[config.mk]
export PLATFORM = sky130hd
export DESIGN_NAME = tape_front_end
export DESIGN_NICKNAME = d
export VERILOG_FILES = /design/src/rtl/fe_pkg.sv /design/src/rtl/fe_press_sync.sv /design/src/rtl/fe_cmd_store.sv /design/src/rtl/fe_cell_store.sv /design/src/rtl/fe_hex_disp.sv /design/src/rtl/tape_front_end.sv
export SDC_FILE = /design/constraint.sdc
export NUM_CORES = 1
export LEC_CHECK = 0
export BUFFER_PORTS_ARGS = -buffer_cell sky130_fd_sc_hd__buf_2
export CORE_MARGIN = 8
export CORE_UTILIZATION = 45
export CTS_CLUSTER_SIZE = 8
export DETAILED_ROUTE_END_ITERATION = 16
export PLACE_DENSITY = 0.67
export SKIP_CTS_REPAIR_TIMING = 1
export SLEW_MARGIN = 15
export SYNTH_ARGS = -nofsm -noshare
export SYNTH_HDL_FRONTEND = slang
export SYNTH_SLANG_ARGS = --single-unit
[constraint.sdc]
create_clock -name clk -period 3.2 [get_ports clk]
set_input_delay 0.32 -clock clk [delete_from_list [all_inputs] [get_ports clk]]
set_output_delay 0.32 -clock clk [all_outputs]
set_load 0.03 [all_outputs]
[src/rtl/fe_pkg.sv]
package fe_pkg;

   typedef enum logic [2:0] {
      OP_RIGHT = 3'b000,
      OP_LEFT  = 3'b001,
      OP_INC   = 3'b010,
      OP_DEC   = 3'b011,
      OP_OPEN  = 3'b100,
      OP_CLOSE = 3'b101,
      OP_EMIT  = 3'b110,
      OP_HALT  = 3'b111
   } op_e;

   localparam logic [6:0] SEG_DASH = 7'b0111111;

   // active-low segments, bit order g f e d c b a
   function automatic logic [6:0] nib_to_seg(input logic [3:0] n);
      logic [6:0] s;
      case (n)
         4'h0: s = 7'b1000000;
         4'h1: s = 7'b1111001;
         4'h2: s = 7'b0100100;
         4'h3: s = 7'b0110000;
         4'h4: s = 7'b0011001;
         4'h5: s = 7'b0010010;
         4'h6: s = 7'b0000010;
         4'h7: s = 7'b1111000;
         4'h8: s = 7'b0000000;
         4'h9: s = 7'b0010000;
         4'hA: s = 7'b0001000;
         4'hB: s = 7'b0000011;
         4'hC: s = 7'b1000110;
         4'hD: s = 7'b0100001;
         4'hE: s = 7'b0000110;
         4'hF: s = 7'b0001110;
         default: s = SEG_DASH;
      endcase
      return s;
   endfunction

endpackage

[src/rtl/fe_press_sync.sv]
module fe_press_sync #(
   parameter int STAGES = 2
) (
   input  logic clk,
   input  logic rst_n,
   input  logic btn_n,
   output logic held_o,
   output logic press_o
);
   if (STAGES < 2) begin : g_bad
      $error("fe_press_sync: STAGES must be at least 2");
   end

   logic [STAGES-1:0] chain_q;
   logic              held_d_q;

   always_ff @(posedge clk or negedge rst_n) begin
      if (!rst_n) begin
         chain_q  <= '1;
         held_d_q <= 1'b0;
      end else begin
         chain_q  <= {chain_q[STAGES-2:0], btn_n};
         held_d_q <= held_o;
      end
   end

   assign held_o  = ~chain_q[STAGES-1];
   assign press_o = held_o & ~held_d_q;

   p_single_pulse_r1: assert property (@(posedge clk) disable iff (!rst_n)
      press_o |=> !press_o);

endmodule

[src/rtl/fe_cmd_store.sv]
module fe_cmd_store #(
   parameter int AW = 6,
   parameter int DW = 3
) (
   input  logic          clk,
   input  logic          rst_n,
   input  logic          wr_en,
   input  logic [AW-1:0] wr_addr,
   input  logic [DW-1:0] wr_data,
   input  logic [AW-1:0] rd_a_addr,
   output logic [DW-1:0] rd_a_data,
   input  logic [AW-1:0] rd_b_addr,
   output logic [DW-1:0] rd_b_data
);
   localparam int DEPTH = 1 << AW;

   if (AW < 1 || DW < 1) begin : g_bad
      $error("fe_cmd_store: AW and DW must be positive");
   end

   logic [DW-1:0]       mem_q [DEPTH];
   logic [DEPTH*DW-1:0] flat;

   always_ff @(posedge clk or negedge rst_n) begin
      if (!rst_n) begin
         for (int i = 0; i < DEPTH; i++) mem_q[i] <= '0;
      end else if (wr_en) begin
         mem_q[wr_addr] <= wr_data;
      end
   end

   assign rd_a_data = mem_q[rd_a_addr];
   assign rd_b_data = mem_q[rd_b_addr];

   for (genvar g = 0; g < DEPTH; g++) begin : g_flat
      assign flat[g*DW +: DW] = mem_q[g];
   end

   p_write_lands_r1: assert property (@(posedge clk) disable iff (!rst_n)
      wr_en |=> mem_q[$past(wr_addr)] == $past(wr_data));

   p_store_stable_r8: assert property (@(posedge clk) disable iff (!rst_n)
      !wr_en |=> $stable(flat));

endmodule

[src/rtl/fe_cell_store.sv]
module fe_cell_store #(
   parameter int AW = 5,
   parameter int DW = 8
) (
   input  logic          clk,
   input  logic          rst_n,
   input  logic          clear,
   input  logic          wr_en,
   input  logic [AW-1:0] wr_addr,
   input  logic [DW-1:0] wr_data,
   input  logic [AW-1:0] rd_a_addr,
   output logic [DW-1:0] rd_a_data,
   input  logic [AW-1:0] rd_b_addr,
   output logic [DW-1:0] rd_b_data
);
   localparam int DEPTH = 1 << AW;

   if (AW < 1 || DW < 1) begin : g_bad
      $error("fe_cell_store: AW and DW must be positive");
   end

   logic [DW-1:0] cell_q [DEPTH];
   logic          any_set;

   always_ff @(posedge clk or negedge rst_n) begin
      if (!rst_n) begin
         for (int i = 0; i < DEPTH; i++) cell_q[i] <= '0;
      end else if (clear) begin
         for (int i = 0; i < DEPTH; i++) cell_q[i] <= '0;
      end else if (wr_en) begin
         cell_q[wr_addr] <= wr_data;
      end
   end

   assign rd_a_data = cell_q[rd_a_addr];
   assign rd_b_data = cell_q[rd_b_addr];

   always_comb begin
      any_set = 1'b0;
      for (int i = 0; i < DEPTH; i++) any_set = any_set | (|cell_q[i]);
   end

   p_cells_empty_r5: assert property (@(posedge clk) disable iff (!rst_n)
      clear |=> !any_set);

endmodule

[src/rtl/fe_hex_disp.sv]
module fe_hex_disp
   import fe_pkg::*;
#(
   parameter int DW = 8
) (
   input  logic [DW-1:0]       val,
   output logic [(DW/4)*7-1:0] seg
);
   localparam int DIGITS = DW / 4;

   if (DW % 4 != 0 || DW < 4) begin : g_bad
      $error("fe_hex_disp: DW must be a positive multiple of 4");
   end

   for (genvar d = 0; d < DIGITS; d++) begin : g_digit
      assign seg[d*7 +: 7] = nib_to_seg(val[d*4 +: 4]);
   end

endmodule

[src/rtl/tape_front_end.sv]
module tape_front_end #(
   parameter int CMD_AW      = 6,
   parameter int OP_W        = 3,
   parameter int DATA_AW     = 5,
   parameter int DATA_W      = 8,
   parameter int SYNC_STAGES = 2
) (
   input  logic                    clk,
   input  logic                    rst_n,
   input  logic                    run_mode,
   input  logic [CMD_AW-1:0]       addr_sw,
   input  logic [OP_W-1:0]         op_sw,
   input  logic                    btn_n,
   input  logic                    view_sel,
   input  logic [DATA_AW-1:0]      cell_sw,
   output logic [OP_W-1:0]         led_o,
   output logic                    run_led_o,
   output logic [(DATA_W/4)*7-1:0] seg_o,
   input  logic [CMD_AW-1:0]       core_pc_i,
   output logic [OP_W-1:0]         core_op_o,
   input  logic [DATA_AW-1:0]      core_dp_i,
   output logic [DATA_W-1:0]       core_rdata_o,
   input  logic                    core_we_i,
   input  logic [DATA_W-1:0]       core_wdata_i,
   input  logic                    core_out_we_i,
   input  logic [DATA_W-1:0]       core_out_data_i,
   output logic                    core_clear_o,
   output logic                    core_hold_o
);
   if (OP_W != 3) begin : g_bad_op
      $error("tape_front_end: opcode width must be 3 for eight commands");
   end

   logic              btn_held, btn_press;
   logic              cmd_wr, clear_all;
   logic [OP_W-1:0]   led_word;
   logic [DATA_W-1:0] view_cell, out_q, shown;

   fe_press_sync #(.STAGES(SYNC_STAGES)) u_btn (
      .clk     (clk),
      .rst_n   (rst_n),
      .btn_n   (btn_n),
      .held_o  (btn_held),
      .press_o (btn_press)
   );

   assign cmd_wr    = btn_press & ~run_mode;
   assign clear_all = ~run_mode | btn_held;

   fe_cmd_store #(.AW(CMD_AW), .DW(OP_W)) u_cmd (
      .clk       (clk),
      .rst_n     (rst_n),
      .wr_en     (cmd_wr),
      .wr_addr   (addr_sw),
      .wr_data   (op_sw),
      .rd_a_addr (addr_sw),
      .rd_a_data (led_word),
      .rd_b_addr (core_pc_i),
      .rd_b_data (core_op_o)
   );

   fe_cell_store #(.AW(DATA_AW), .DW(DATA_W)) u_cells (
      .clk       (clk),
      .rst_n     (rst_n),
      .clear     (clear_all),
      .wr_en     (core_we_i),
      .wr_addr   (core_dp_i),
      .wr_data   (core_wdata_i),
      .rd_a_addr (cell_sw),
      .rd_a_data (view_cell),
      .rd_b_addr (core_dp_i),
      .rd_b_data (core_rdata_o)
   );

   always_ff @(posedge clk or negedge rst_n) begin
      if (!rst_n)             out_q <= '0;
      else if (clear_all)     out_q <= '0;
      else if (core_out_we_i) out_q <= core_out_data_i;
   end

   always_comb begin
      if (!run_mode)     shown = '0;
      else if (view_sel) shown = view_cell;
      else               shown = out_q;
   end

   fe_hex_disp #(.DW(DATA_W)) u_hex (
      .val (shown),
      .seg (seg_o)
   );

   assign led_o        = run_mode ? '0 : led_word;
   assign run_led_o    = run_mode;
   assign core_hold_o  = ~run_mode;
   assign core_clear_o = clear_all;

   p_out_cleared_r4: assert property (@(posedge clk) disable iff (!rst_n)
      clear_all |=> out_q == '0);

endmodule

# Yosys cells after proc, flatten, opt, wreduce, memory -nomap -nowiden
# Memories as Yosys holds them, arrays and structs flattened.
# Index checks and enable logic that the tools add are counted.
[op_classes]
magnitude_cmp = 6
muxes = 25
n_bitwise = 10
reduce_logical = 4
[op_table]
columns = ["operator", "count"]
rows = [
  ["$mux W256", 2],
  ["$bwmux W256", 1],
  ["$bwmux W192", 1],
  ["$bmux W8 S5", 2],
  ["$mux W8", 9],
  ["$demux W8 S5", 1],
  ["$bmux W3 S6", 2],
  ["$demux W3 S6", 1],
  ["$mux W3", 6],
  ["$ge A7 B7 Y1 const B", 2],
  ["$not A6 Y7", 2],
  ["$ge A6 B6 Y1 const B", 2],
  ["$not A5 Y6", 2],
  ["$lt A7 B1 Y1 const B", 1],
  ["$lt A6 B1 Y1 const B", 1],
  ["$reduce_bool A2 Y1", 2],
  ["$not A1 Y1", 3],
  ["$and A1 B1 Y1", 2],
  ["$logic_and A1 B1 Y1", 2],
  ["$or A1 B1 Y1", 1],
]
[totals]
ff_bits = 459
romBits = 224
inputBits = 48
out_inout_bits = 31
wordCells = 146
mem_count = 2
[mem_list]
columns = ["name", "words", "width", "read_ports", "rd_clocked_by_memory_dff", "wr", "line_no", "text"]
rows = [
  ["(no name shown)", 16, 7, 1, 0, 0, "fe_pkg.sv:19", "case (n)"],
  ["(no name shown)", 16, 7, 1, 0, 0, "fe_pkg.sv:19", ""],
]

# Depth between registers and ports, before layout
[depth]
depth_word = 8
ltp_mapped = 14
mapped_depth_nobuf = 10

# Modules after synthesis
# A second synthesis with hierarchy kept.
[hier_totals]
hier_cells = 2296
area_unflattened_um2 = 26879.5
[modules_own_cells]
columns = ["module", "instances", "cells_each", "area_each_um2", "seq_area_each_um2"]
rows = [
  ["fe_cell_store", 1, 1425, 15030.7, 6406.1],
  ["fe_cmd_store", 1, 752, 10729.0, 4804.6],
  ["fe_hex_disp", 1, 64, 535.5, 0.0],
  ["tape_front_end", 1, 50, 499.2, 200.2],
  ["fe_press_sync", 1, 5, 85.1, 77.6],
]

# Least setup slack after synthesis
# OpenSTA, ideal clock, no wires.
[synth_timing]
path_kind = "input-to-output"
start = "input port cell_sw[0]"
end = "output port seg_o[1]"
t_arrival_ps = 3265
required_ps = 2880
slack_ps = -385
stages = 10
path_buffers = 4
cell_sequence = "buf_4 buf_6 buf_2 buf_4 mux4_2 a22oi_1 nand3_1 o2111a_1 ha_1 o32ai_1"
[synth_between]
elab_chain_cells = 7
[synth_rtl]
columns = ["element", "line_no", "text"]
rows = [
  ["from (decl)", "tape_front_end.sv:15", "input logic [DATA_AW-1:0] cell_sw,"],
  ["$not A5 Y6 (implied by the code)", "fe_cell_store.sv:35", "assign rd_a_data = cell_q[rd_a_addr];"],
  ["$bmux W8 S5", "fe_cell_store.sv:35", ""],
  ["$mux W8 (implied by the code) (2 in a row)", "fe_cell_store.sv:35", ""],
  ["$mux W8", "tape_front_end.sv:83", "else if (view_sel) shown = view_cell;"],
  ["$mux W8", "tape_front_end.sv:82", "if (!run_mode) shown = '0;"],
  ["$mem_v2 Z16 W7", "-", ""],
  ["to (decl)", "tape_front_end.sv:18", "output logic [(DATA_W/4)*7-1:0] seg_o,"],
]
# No other way between the ends. The select of a mux whose other input is x is not followed.

# Worst setup path after layout
[layout_timing]
start = "register u_cells.cell_q[0] (netlist bit)"
end = "output port seg_o[3]"
[layout_between]
elab_chain_cells = 6
[layout_rtl]
columns = ["element", "line_no", "text"]
rows = [
  ["from (decl)", "fe_cell_store.sv:22", "logic [DW-1:0] cell_q [DEPTH];"],
  ["from (signal, indexed assignment)", "fe_cell_store.sv:31", "cell_q[wr_addr] <= wr_data;"],
  ["$bmux W8 S5", "fe_cell_store.sv:35", ""],
  ["$mux W8 (implied by the code) (2 in a row)", "fe_cell_store.sv:35", ""],
  ["$mux W8", "tape_front_end.sv:83", ""],
  ["$mux W8", "tape_front_end.sv:82", ""],
  ["$mem_v2 Z16 W7", "-", ""],
]
# No other way between the ends. The select of a mux whose other input is x is not followed.

==> impl_metrics.py <==
metrics = {
    "global_route": {
        "antenna_found_initial": 2,
        "grt-ovfl-total": 0,
        "grt_pass1_wl_mm": 125,
        "busiest_layer": "met2",
        "track_usage_pct": 24.9,
        "grt_use_met1_pct": 33.9,
        "use_met3_pct": 6.91,
        "grt_pass1_vias": 20200,
        "grt_max_degree": 115,
        "grt_use_met2_pct": 37.3,
    },
    "sta": {
        "slew_headroom_pct": 18.3,
        "worstMarginPinSlew_ns": 1.22,
        "slew_violations": 0,
        "finClkSkew_ns": 0.0211,
        "fmax_ghz": 0.286,
        "fin_hold_ws_ns": -0.0117,
        "setup_viol": 14,
        "min_period_ns": 3.50,
        "setup_ws_ns": -0.300,
        "fin_setup_tns_ns": -3.21,
        "min_period_over_period_pct": 109,
        "hold_viol_final": 1,
        "rsz0062_at_grt": "yes",
    },
    "layout": {
        "stdcell_count": 3026,
        "nFillCells": 4717,
        "area_growth_pct": 16.6,
        "final_nets": 2312,
        "drive_gt1_share_pct": 33.9,
        "seq_area_sq_um": 11500,
        "multi_input_area_sq_um": 13500,
    },
    "die": {
        "core_sq_um": 56300,
        "die_area_sq_um": 64800,
        "dieWidth_microns": 255,
        "initial_core_util_pct": 45.5,
        "die_h_microns": 255,
        "fp-row-count": 87,
        "pin_count": 79,
    },
    "flow_run": {
        "drv_cap": 0,
    },
    "synthesis": {
        "synth_area_per_cell_sq_um": 12.0,
        "synth_adder_area_share_pct": 0.586,
        "synth_xor_xnor_area_share_pct": 0,
        "netlist_area_sq_um": 25600,
        "synth_edf_count": 0,
        "synth_top_family_by_area": "multiplexers",
        "synth_fp_nets": 2202,
        "synth_compound_area_share_pct": 8.90,
        "synthCells": 2142,
        "ys_async_sr_fraction_pct": 100,
        "yosys.area_share.simple_pct": 9.26,
        "synth.area.mux_share_pct": 33.1,
        "yosys_register_bits": 459,
        "synth_ff_type": "dfrtp_1",
        "synth_cell_types": 52,
        "yosysWarningCount": 0,
        "yosysSeqAreaShare_pct": 44.9,
    },
    "power_and_ir_drop": {
        "power_density_nw_per_um2": 463,
        "p_sw_share_pct": 25.5,
        "seq_power_share_pct": 43.9,
        "pwr-share-clk_pct": 46.1,
        "ir_drop_mv": 0.294,
        "totalPowerFinal_mw": 13.8,
        "p_leak_nw": 12.3,
        "p_int_mw": 10.3,
        "p_comb_share_pct": 10.0,
        "p_switching_mw": 3.53,
    },
    "drt": {
        "drt_pass1_iterations": 6,
        "routed_wl_mm": 81.4,
        "drtIter0Drc": 2484,
        "drc": 0,
        "ant_nets": 0,
        "via_per_inst": 6.64,
        "vias": 20100,
        "wl_per_cell_microns": 26.9,
    },
    "setup_path": {
        "worstPathRequired_ns": 2.88,
        "rrSetupSlack_ns": 0.92,
        "crit_path_max_fanout": 4,
        "worstRegToRegCells": 5,
        "cp-end-kind": "output port",
        "r2r_start": "u_btn.chain_q[1]",
        "criticalPathCategory": "reg2out",
        "timing.rr.end": "u_cmd.flat[120]",
        "start_kind": "flop",
        "arrival_ns": 3.18,
    },
    "min_path": {
        "hold_path.startpoint": "core_out_data_i[7]",
        "worstHoldPathType": "in2reg",
        "hold_depth": 3,
        "holdPathEnd": "out_q[7]",
    },
    "clock_network": {
        "cts_max_path_buffers": 3,
        "clk_latency_ns": 0.59,
        "clockRootBuffer": "clkbuf_16",
        "clock_sinks": 459,
        "ctsHtreeMaxLevel": 3,
        "path_clk_slew_ns": 0.05,
        "cts_buffers": 67,
        "cts_tree": "yes",
    },
    "placement": {
        "port-buffer-count": 78,
        "dp_cells": 2924,
        "place_congestion": 0.957,
        "dpl.hpwl_mm": 54.9,
    },
    "status": {
        "violations": "negative hold slack, negative setup slack",
        "status": "finished with violations",
    },
}
[layout by cell type (no fill, tap or decap), types with 7 or more instances in the layout]
cell / instances
nand4_1: 20
nor2_1: 208
nor2b_1: 7
and2_1: 10
clkbuf_1: 11
mux2i_1: 166
a221oi_1: 12
inv_1: 9
a31oi_1: 18
dfrtp_1: 457
o21ai_0: 48
a21oi_1: 109
mux4_2: 197
buf_12: 27
nand3_1: 64
clkbuf_16: 68
a22oi_1: 113
buf_2: 61
buf_4: 138
a22o_1: 12
ha_1: 7
mux2_2: 192
nand2_1: 180
[synth_stat cells (6+ instances only)]
master | instances | share of area (%)
dfrtp_1 | 457 | 45
nor2_1 | 213 | 3.1
mux4_2 | 195 | 17
mux2_2 | 193 | 8.5
nand2_1 | 182 | 2.7
mux2i_1 | 171 | 6.7
clkbuf_1 | 156 | 2.3
a22oi_1 | 119 | 3.5
a21oi_1 | 111 | 2.2
nand3_1 | 64 | 1.3
o21ai_0 | 48 | 0.94
buf_1 | 21 | 0.31
a31oi_1 | 20 | 0.49
nand4_1 | 20 | 0.49
inv_1 | 13 | 0.19
a221oi_1 | 12 | 0.41
a22o_1 | 12 | 0.41
ha_1 | 12 | 0.59
buf_2 | 11 | 0.22
and2_1 | 10 | 0.24
nor3_1 | 9 | 0.18
nor3b_1 | 9 | 0.26
nor2b_1 | 8 | 0.20
buf_4 | 6 | 0.18
o22ai_1 | 6 | 0.15
[worst max-delay path: stages, from the launching register on]
cell	delay, ns
dfrtp_1	0.40
mux4_2	0.50
a22oi_2	0.22
a21oi_2	0.08
nor3_2	0.29
nand2b_4	0.19
buf_4	0.13
ha_1	0.26
mux2i_2	0.23
mux2i_4	0.09
clkbuf_4	0.19
[flip-flops by register name (all words and copies together) (netlist names)]
register,count
out_q,8
u_btn.chain_q,2
u_btn.held_d_q,1
u_cells.cell_q,256
u_cmd.flat,192
[metrics by stage]
stage / worst slack, ns / instance area, sq um / hold WS [ns] / util [%]
after global routing: -0.351 / 29900 / 0.0232 / 53.1
final: -0.300 / 29900 / -0.0117 / 53.1
after floorplan: 0.0242 / 25700 / 0.0244 / -
after CTS: -0.412 / 29500 / -0.362 / 52.4
after detailed placement: -0.133 / 27700 / 0.270 / 49.2
after global placement: -0.0237 / 27700 / 0.269 / 49.2
[routing by layer]
layer	share of wire [%]	vias to the layer above
met5	0.016	-
met4	3.9	2
met3	12	232
met2	45	1406
met1	39	10200
li1	-	8235
[worst max-delay path by stage]
stage                             startpoint  depth (start not counted)   endpoint  slack (ns)
final                      u_cells.cell_q[0]                         10   seg_o[3]       -0.30
after global routing       u_cells.cell_q[0]                         10   seg_o[3]       -0.35
after CTS                 u_cells.cell_q[12]                         12  seg_o[11]       -0.41
after detailed placement          cell_sw[1]                          9  seg_o[11]       -0.13
after global placement            cell_sw[1]                         13   seg_o[4]       -0.02
after floorplan                   cell_sw[0]                         12   seg_o[5]        0.02
[kinds of logic (layout without fill, tap and decap cells)]
family | Yosys count | in the layout
and+or+nand+nor | 544 | 544
other | 0 | 1
muxes | 567 | 567
buffers and inverters | 210 | 337
adders and majority gates | 12 | 12
AOI/OAI and AO/OA | 350 | 350
DFF | 459 | 459
[final cells by class]
class	instances	area share (%)
antenna	1	0.00838
sequential	459	38.5
inverter	13	0.180
clock inverter	6	0.201
multi-input combinational	1473	45.4
timing repair buffer	238	6.72
tap	756	3.17
clock buffer	80	5.88
[power by group through the flow]
stage / logic [mW] / clock network, mW / registers, mW
2_1_floorplan: 0.794 / 0 / 6.11
5_1_grt: 1.47 / 6.72 / 6.08
4_1_cts: 1.34 / 6.48 / 6.07
3_3_place_gp: 1.30 / 0 / 6.15
3_5_place_dp: 1.34 / 0 / 6.16
6_report: 1.39 / 6.38 / 6.08
Note: power is estimated with default switching activity, not from simulation.
